===== src/rtl/ldpath_pkg.sv =====
package ldpath_pkg;
    typedef enum logic [1:0] {
        SZ_BYTE  = 2'd0,
        SZ_HALF  = 2'd1,
        SZ_WORD  = 2'd2,
        SZ_DWORD = 2'd3
    } acc_size_e;

    typedef struct packed {
        logic        valid;
        logic [7:0]  data;
    } rx_state_t;
endpackage


===== src/rtl/line_span_check.sv =====
module line_span_check #(
    parameter int ADDR_W     = 64,
    parameter int LINE_BYTES = 16,
    parameter int SIZE_W     = 2
) (
    input  logic [ADDR_W-1:0] addr,
    input  logic [SIZE_W-1:0] size_code,
    output logic              crosses
);
    localparam int LINE_LOG = $clog2(LINE_BYTES);

    logic [ADDR_W-1:0] last_byte;
    logic [ADDR_W:0]   end_wide;
    logic [ADDR_W:0]   span;

    always_comb begin
        span      = ({{ADDR_W{1'b0}}, 1'b1} << size_code) - 1'b1;
        end_wide  = {1'b0, addr} + span;
        last_byte = end_wide[ADDR_W-1:0];
        // a carry out of the top bit means the range wrapped
        crosses   = end_wide[ADDR_W] ||
                    (addr[ADDR_W-1:LINE_LOG] != last_byte[ADDR_W-1:LINE_LOG]);
    end
endmodule


===== src/rtl/width_reverse.sv =====
module width_reverse #(
    parameter int DATA_W = 64,
    parameter int SIZE_W = 2
) (
    input  logic [DATA_W-1:0] din,
    input  logic [SIZE_W-1:0] size_code,
    output logic [DATA_W-1:0] dout
);
    localparam int NBYTES = DATA_W / 8;
    localparam int NVAR   = $clog2(NBYTES) + 1;

    logic [DATA_W-1:0] variant [NVAR];

    for (genvar g = 0; g < NVAR; g++) begin : g_size
        localparam int N = 1 << g;
        for (genvar b = 0; b < NBYTES; b++) begin : g_byte
            if (b < N) begin : g_live
                assign variant[g][8*b +: 8] = din[8*(N-1-b) +: 8];
            end else begin : g_zero
                assign variant[g][8*b +: 8] = 8'h00;
            end
        end
    end

    always_comb begin
        dout = '0;
        for (int k = 0; k < NVAR; k++) begin
            if (int'(size_code) == k) dout = variant[k];
        end
    end
endmodule


===== src/rtl/rx_holding.sv =====
module rx_holding
    import ldpath_pkg::*;
(
    input  logic       clk,
    input  logic       rst_n,
    input  logic       push,
    input  logic [7:0] push_byte,
    input  logic       read_clear,
    output rx_state_t  state_q
);
    rx_state_t state_d;

    always_comb begin
        state_d = state_q;
        if (read_clear) state_d.valid = 1'b0;
        if (push) begin
            state_d.valid = 1'b1;
            state_d.data  = push_byte;
        end
    end

    always_ff @(posedge clk) begin
        if (!rst_n) state_q <= '0;
        else        state_q <= state_d;
    end

    p_push_sets_flag_r6: assert property (@(posedge clk) disable iff (!rst_n)
        push |=> (state_q.valid && state_q.data == $past(push_byte)));

    p_read_clears_flag_r4: assert property (@(posedge clk) disable iff (!rst_n)
        (read_clear && !push) |=> (!state_q.valid && $stable(state_q.data)));
endmodule


===== src/rtl/load_path_unit.sv =====
module load_path_unit
    import ldpath_pkg::*;
#(
    parameter int              ADDR_W       = 64,
    parameter int              DATA_W       = 64,
    parameter int              LINE_BYTES   = 16,
    parameter logic [63:0]     RX_DATA_ADDR = 64'h0000_0000_7F00_0000,
    parameter logic [63:0]     RX_STAT_ADDR = 64'h0000_0000_7F00_0004,
    parameter logic [63:0]     STAT_WORD    = 64'h0000_0000_0004_FFFF
) (
    input  logic              clk,
    input  logic              rst_n,
    input  logic              ld_valid,
    input  logic [ADDR_W-1:0] ld_addr,
    input  logic [1:0]        ld_size,
    input  logic [DATA_W-1:0] mem_rdata,
    input  logic              rx_push,
    input  logic [7:0]        rx_byte,
    output logic              ld_rsp_valid,
    output logic [DATA_W-1:0] ld_data,
    output logic              ld_fault
);
    localparam int SIZE_W    = 2;
    localparam int BYTE_POS  = 24;
    localparam int FLAG_POS  = 23;

    typedef struct packed {
        logic              rsp;
        logic              fault;
        logic [DATA_W-1:0] data;
    } rsp_t;

    rsp_t              rsp_d, rsp_q;
    logic              crosses;
    logic [DATA_W-1:0] swapped;
    logic              hit_data, hit_stat, rd_clear;
    rx_state_t         rx_q;

    line_span_check #(.ADDR_W(ADDR_W), .LINE_BYTES(LINE_BYTES), .SIZE_W(SIZE_W)) span_i (
        .addr(ld_addr), .size_code(ld_size), .crosses(crosses));

    width_reverse #(.DATA_W(DATA_W), .SIZE_W(SIZE_W)) rev_i (
        .din(mem_rdata), .size_code(ld_size), .dout(swapped));

    always_comb begin
        hit_data = (ld_addr == RX_DATA_ADDR[ADDR_W-1:0]);
        hit_stat = (ld_addr == RX_STAT_ADDR[ADDR_W-1:0]);
        rd_clear = ld_valid && !crosses && hit_data;
    end

    rx_holding rx_i (
        .clk(clk), .rst_n(rst_n), .push(rx_push), .push_byte(rx_byte),
        .read_clear(rd_clear), .state_q(rx_q));

    always_comb begin
        rsp_d       = '0;
        rsp_d.rsp   = ld_valid;
        if (ld_valid) begin
            if (crosses) begin
                rsp_d.fault = 1'b1;
            end else if (hit_data) begin
                rsp_d.data[BYTE_POS +: 8] = rx_q.data;
                rsp_d.data[FLAG_POS]      = rx_q.valid;
            end else if (hit_stat) begin
                rsp_d.data = STAT_WORD[DATA_W-1:0];
            end else begin
                rsp_d.data = swapped;
            end
        end
    end

    always_ff @(posedge clk) begin
        if (!rst_n) rsp_q <= '0;
        else        rsp_q <= rsp_d;
    end

    assign ld_rsp_valid = rsp_q.rsp;
    assign ld_data      = rsp_q.data;
    assign ld_fault     = rsp_q.fault;

    p_fault_zero_data_r1: assert property (@(posedge clk) disable iff (!rst_n)
        ld_fault |-> (ld_data == '0 && ld_rsp_valid));

    p_status_constant_r5: assert property (@(posedge clk) disable iff (!rst_n)
        (ld_valid && ld_addr == RX_STAT_ADDR[ADDR_W-1:0]) |=>
            (ld_data == STAT_WORD[DATA_W-1:0] && !ld_fault));

    p_rsp_follows_req_r9: assert property (@(posedge clk) disable iff (!rst_n)
        ld_valid |=> ld_rsp_valid);

    p_no_rsp_without_req_r9: assert property (@(posedge clk) disable iff (!rst_n)
        !ld_valid |=> !ld_rsp_valid);

    p_narrow_upper_zero_r8: assert property (@(posedge clk) disable iff (!rst_n)
        (ld_valid && ld_size == SZ_BYTE && !hit_data && !hit_stat) |=>
            (ld_data[DATA_W-1:8] == '0));
endmodule


===== config.mk =====
export PLATFORM = sky130hd
export DESIGN_NAME = load_path_unit
export DESIGN_NICKNAME = d
export VERILOG_FILES = /design/src/rtl/ldpath_pkg.sv /design/src/rtl/line_span_check.sv /design/src/rtl/width_reverse.sv /design/src/rtl/rx_holding.sv /design/src/rtl/load_path_unit.sv
export SDC_FILE = /design/constraint.sdc
export NUM_CORES = 1
export LEC_CHECK = 0
export BUFFER_PORTS_ARGS = -buffer_cell sky130_fd_sc_hd__buf_2
export CAP_MARGIN = 40
export CORE_ASPECT_RATIO = 0.6
export CORE_MARGIN = 5
export CORE_UTILIZATION = 45
export CTS_BUF_LIST = sky130_fd_sc_hd__clkbuf_8
export CTS_CLUSTER_DIAMETER = 60
export CTS_CLUSTER_SIZE = 12
export DETAILED_ROUTE_END_ITERATION = 16
export PLACE_DENSITY = 0.72
export SLEW_MARGIN = 40
export SYNTH_ARGS = -nofsm -noshare
export SYNTH_HDL_FRONTEND = slang
export SYNTH_SLANG_ARGS = --single-unit

===== constraint.sdc =====
create_clock -name clk -period 8.24 [get_ports clk]
set_input_delay 1.236 -clock clk [delete_from_list [all_inputs] [get_ports clk]]
set_output_delay 1.236 -clock clk [all_outputs]
set_load 0.05 [all_outputs]

======== Word-level counts from Yosys, hierarchy flattened ========
Cells that the tools add are included.
cells by class
  bitwise operators ....................... 2
  multiplexer cells ....................... 9
  reduce and logical (&&, ||, !) cells .... 10
  shift operators ......................... 1
  add/subtract/negate cells ............... 2
  equal/unequal tests ..................... 6
operator list
  operator                                                                 number
  64-bit by 31-bit equality test with 1-bit output, second input constant  2
  64-bit by 65-bit adder with 65-bit output                                1
  1-bit by 2-bit << shifter with 65-bit output, first input constant       1
  65-bit by 1-bit subtractor with 65-bit output, second input constant     1
  32-bit two-way mux                                                       2
  64-bit two-way mux                                                       1
  60-bit != test                                                           1
  9-bit two-way mux                                                        2
  16-bit two-way mux                                                       1
  8-bit two-way mux                                                        1
  5-bit OR reduction                                                       1
  2-bit equality test, second input constant                               2
  4-bit OR reduction                                                       1
  3-bit OR reduction                                                       1
  2-bit by 1-bit equality test with 1-bit output, second input constant    1
  1-bit logical AND                                                        2
  2-bit zero test                                                          1
  1-bit two-way mux                                                        2
  1-bit NOT                                                                2
  2-bit AND reduction                                                      1
  2-bit nonzero test                                                       1
  1-bit zero test                                                          1
  1-bit logical OR                                                         1
storage, ports and cells
  register bits after elaboration ......... 75
  output and inout bits ................... 66
  bits of input ports ..................... 142
  logic and storage cells ................. 37

======== Logic depth before layout (Yosys ltp) ========
  word-level depth ........................ 10
  mapped depth ............................ 22
  mapped depth without buffers ............ 17

======== By module ========
From an unflattened synthesis, not the netlist that was laid out.
unflattened totals
  cell total of the unflattened synthesis .. 1,218
  area total of the unflattened synthesis .. 9,243.9 µm²
modules (own cells, without submodules)
  module           instances  cells each  sequential area each (µm²)  area an instance (µm²)
  line_span_check  1          872         0.0                         5,635.4
  load_path_unit   1          214         1,321.3                     2,342.2
  width_reverse    1          104         0.0                         930.9
  rx_holding       1          28          180.2                       335.3

======== Worst setup path before layout ========
No wires, ideal clock.
  kind .................................... input-to-reg
  start ................................... input ld_size[1]
  end ..................................... register rsp_q, in the netlist ld_data[32]
  setup time .............................. 0.063 ns
  data arrival time ....................... 5.882 ns
  required time ........................... 8.177 ns
  stages .................................. 22
  path slack .............................. 2.295 ns
  buffers on the path ..................... 5
  cell sequence ........................... buf_1 and2_1 clkbuf_1 clkbuf_1 inv_1 ha_1 inv_1 ha_1 a21o_1 a31oi_2 nor4_4 o21ai_1 a2111o_1 a31o_2 mux2i_1 a2111oi_0 nand4_1 nor4_4 nand3_1 buf_4 buf_6 nor2_2
between the ends
  longest elaborated chain between the ends .. 6
  elaborated cells between the ends (all ways) .. 8
  classes of those cells .................. add/sub: 2; eq/ne: 2; shift: 1; mux: 1; reduce/logical: 2
RTL lines
  element                                        line                   text
  start: declaration                             load_path_unit.sv:15   input logic [1:0] ld_size,
  1-bit by 2-bit << shifter with 65-bit output   line_span_check.sv:17  span = ({{ADDR_W{1'b0}}, 1'b1} << size_code) - 1'b1;
  65-bit by 1-bit subtractor with 65-bit output  line_span_check.sv:17
  64-bit by 65-bit adder with 65-bit output      line_span_check.sv:18  end_wide = {1'b0, addr} + span;
  60-bit != test                                 line_span_check.sv:22  (addr[ADDR_W-1:LINE_LOG] != last_byte[ADDR_W-1:LINE_LOG]);
  1-bit logical OR                               line_span_check.sv:21  crosses = end_wide[ADDR_W] ||
  5-bit OR reduction (no source line)            n/a
  end signal: assignment                         load_path_unit.sv:74   else rsp_q <= rsp_d;
  end: declaration                               load_path_unit.sv:33   rsp_t rsp_d, rsp_q;
Several ways; a longest one is shown, not always the timed one.
A chain may end at the register's enable or synchronous reset.

======== Worst setup path after layout ========
  start ................................... input ld_size[1]
  end ..................................... register rsp_q, in the netlist ld_data[23]
between the ends
  longest elaborated chain between the ends .. 6
  elaborated cells between the ends (all ways) .. 12
  classes of those cells .................. add/sub: 2; eq/ne: 3; shift: 1; mux: 4; reduce/logical: 2
RTL lines
  element                                        line
  1-bit by 2-bit << shifter with 65-bit output   line_span_check.sv:17
  65-bit by 1-bit subtractor with 65-bit output  line_span_check.sv:17
  64-bit by 65-bit adder with 65-bit output      line_span_check.sv:18
  60-bit != test                                 line_span_check.sv:22
  1-bit logical OR                               line_span_check.sv:21
  3-bit OR reduction (no source line)            n/a
Several ways; a longest one is shown, not always the timed one.

==> results.py <==
metrics = {
    "global_routing": {
        "grt_usage_pct": 32.9,
        "grt_antenna_before_repair": 1,
        "grt_max_degree": 40,
        "grt_first_pass_wirelength_um": 60400,
        "grt_overflow_total": 0,
        "grt_pass1_vias": 9784,
    },
    "finish": {
        "n_antenna_cell": 0,
        "design_area_um2": 10900,
        "final_cells": 1737,
        "utilization_pct": 53.9,
        "syn_to_final_growth_pct": 16.3,
        "drive_above_1_share_pct": 20.3,
        "nNetsFinal": 1695,
    },
    "clock_network": {
        "cts_resized": 0,
        "clk_pin_slew_worst_paths_ps": 80,
        "cts_sinks": 75,
        "clock_path_buffers": 2,
        "cts_hold_buffers": 0,
        "cts_root_buffer": "clkbuf_8",
        "cts_tree": "yes",
        "insertion_delay_ps": 370,
        "post-cts-setup-buffers": 0,
        "h-tree-depth": 3,
        "numCtsBuffers": 9,
    },
    "routing": {
        "wl_per_cell_um": 24.2,
        "antenna_left": 0,
        "routed_wl_um": 42100,
        "drt_first_pass_iters": 6,
        "post-route-drc-count": 0,
        "num_vias": 11000,
        "vias_per_cell": 6.33,
        "first_iter_violations": 1509,
    },
    "sta": {
        "hold_viol": 0,
        "worst_slew_pin_slew_ps": 908,
        "rsz0062_at_grt": "false",
        "setup_viol": 0,
        "max_freq_mhz": 138,
        "slew_violations": 0,
        "max_slew_margin_pct": 39.1,
        "min_period_ps": 7230,
        "fin_skew_ps": 9.72,
        "fin_crit_sh_pct": 87.8,
        "fin_setup_tns_ps": 0,
    },
    "critical_path": {
        "arrival_ps": 7530,
        "criticalPathCategory": "input port to flop",
        "cp_num_buf_inv": 5,
        "crit_path_max_fanout": 30,
        "slowest_delay_ps": 710,
        "cp_top_family": "compound AO/OA/AOI/OAI gates",
        "cp_cell_sequence": "buf_2 -> nor2b_1 -> buf_4 -> inv_1 -> ha_1 -> inv_1 -> ha_1 -> a21o_1 -> a211oi_1 -> a21boi_0 -> o21ai_0 -> o211ai_1 -> a2111oi_0 -> nand4_1 -> a2111oi_0 -> nand4_1 -> nor4_4 -> nand3_2 -> buf_4 -> nor2_2",
        "end_kind": "flop",
        "cp.required_ps": 8540,
        "slowest_stage": "nand3_2",
        "crit_path_start_kind": "input port",
    },
    "yosys": {
        "yosysTopAreaCell": "dfxtp_1",
        "synthTopCellsByCount": "nor2_1, a21oi_1, inv_1",
        "syn_inst": 1269,
        "synth_area_um2": 9390,
        "ys_seq_area_share_pct": 16.0,
        "synth_nets": 1505,
        "yosysMostFrequentCell": "nor2_1",
        "synthFlopType": "dfxtp_1",
        "yosysWarnings": 0,
        "ys_ff_latch": 75,
        "syn_area_per_cell_um2": 7.40,
        "synthArstFlopShare_pct": 0,
        "synth_edf_count": 0,
        "synth.distinct_cells": 85,
        "synth_top_area_share_pct": 16.0,
        "synth_area_leaders": "dfxtp_1, ha_1, a21oi_1",
    },
    "place": {
        "placed_cells": 1721,
        "place_hpwl_um": 35800,
        "port_buffers": 207,
        "post_dp_cell_area_um2": 10700,
        "gp_congestion": 1.10,
    },
    "floorplan": {
        "rows": 40,
        "dieArea_um2": 24000,
        "core_region_area_um2": 20300,
        "io_pins": 208,
        "die_y_um": 122,
        "die-width_um": 197,
        "floorplan.initialDensity_pct": 46.3,
    },
    "run_status": {
        "status": "finished, final reports clean",
    },
    "power": {
        "p_leak_nw": 4.83,
        "power_density_nw_per_um2": 126,
        "irDropWorstVdd_mv": 0.0842,
    },
    "job": {
        "drv_cap": 0,
    },
    "hold_path": {
        "hold_class": "flop to flop",
    },
}
[cell families after synthesis]
kind of cell    count (synthesis)  share of synthesized area, %
compound gates                329                          23.1
mux                            44                          5.89
buf+inv                       133                          5.62
simple gates                  504                          28.5
flops                          75                          16.0
fa+ha+maj                      94                          12.5
xor+xnor                       90                          8.39
[report_power, final]
group / switching [mW] / internal [mW] / leakage [nW]
registers: 0.00162 / 0.365 / 0.606
logic: 0.464 / 0.256 / 4.13
clock network: 0.154 / 0.141 / 0.0923
total: 0.620 / 0.762 / 4.83
[cell type report]
type	instances	area [um2]
Clock buffer	9	124
Clock inverter	7	75.1
Fill cell	2069	9340
Inverter	98	368
Multi-Input combinational cell	1061	7430
Sequential cell	75	1500
Tap cell	273	342
Timing Repair Buffer	214	1090
[per-layer routing]
metal	vias to the layer above	part of all wire, %	global-route usage [%]
li1	5012	-	-
met1	5169	47	52.4
met2	758	36	40.3
met3	60	15	13.9
met4	2	1.3	4.10
met5	-	0.031	0
[worst register-to-register path, cell delays in order (launching register included)]
cell      delay [ps]
dfxtp_1          320
a21boi_0         120
o21a_1           190
[path summary, 6_finish.rpt]
path	from	to	slack, ps	depth (start not counted)
worst max-delay path	ld_size[1]	ld_data[23]	1010	20
worst min-delay path	rx_i.state_q[7]	ld_data[31]	500	2
worst max register to register	rx_i.state_q[8]	rx_i.state_q[8]	7510	2
worst min register to register	rx_i.state_q[7]	ld_data[31]	500	2
[through the flow]
step                      power [mW]  hold WS, ps  worst slack (ps)
after floorplan                0.815          452              2300
after global placement          1.06          463              1040
after detailed placement        1.05          482               991
after CTS                       1.34          499              1330
after global routing            1.44          539               853
final                           1.38          497              1010
[registers in the layout (all words and copies together) (netlist names)]
signal / cells
ld_fault: 1
rx_i.state_q: 9
ld_rsp_valid: 1
ld_data: 64
[cells in the final DEF, fill, tap and decap left out, types with 21 or more instances in the layout]
cell,count
xor2_1,33
o21ai_0,62
nand2_1,77
a21oi_1,105
buf_2,207
xnor2_1,57
nor3_1,38
inv_1,98
mux2i_1,26
nor2_1,124
nand3_1,61
nor2_2,21
dfxtp_1,75
nand2b_1,30
ha_1,94
nor2b_1,40
Note: power is estimated with default switching activity, not from simulation.
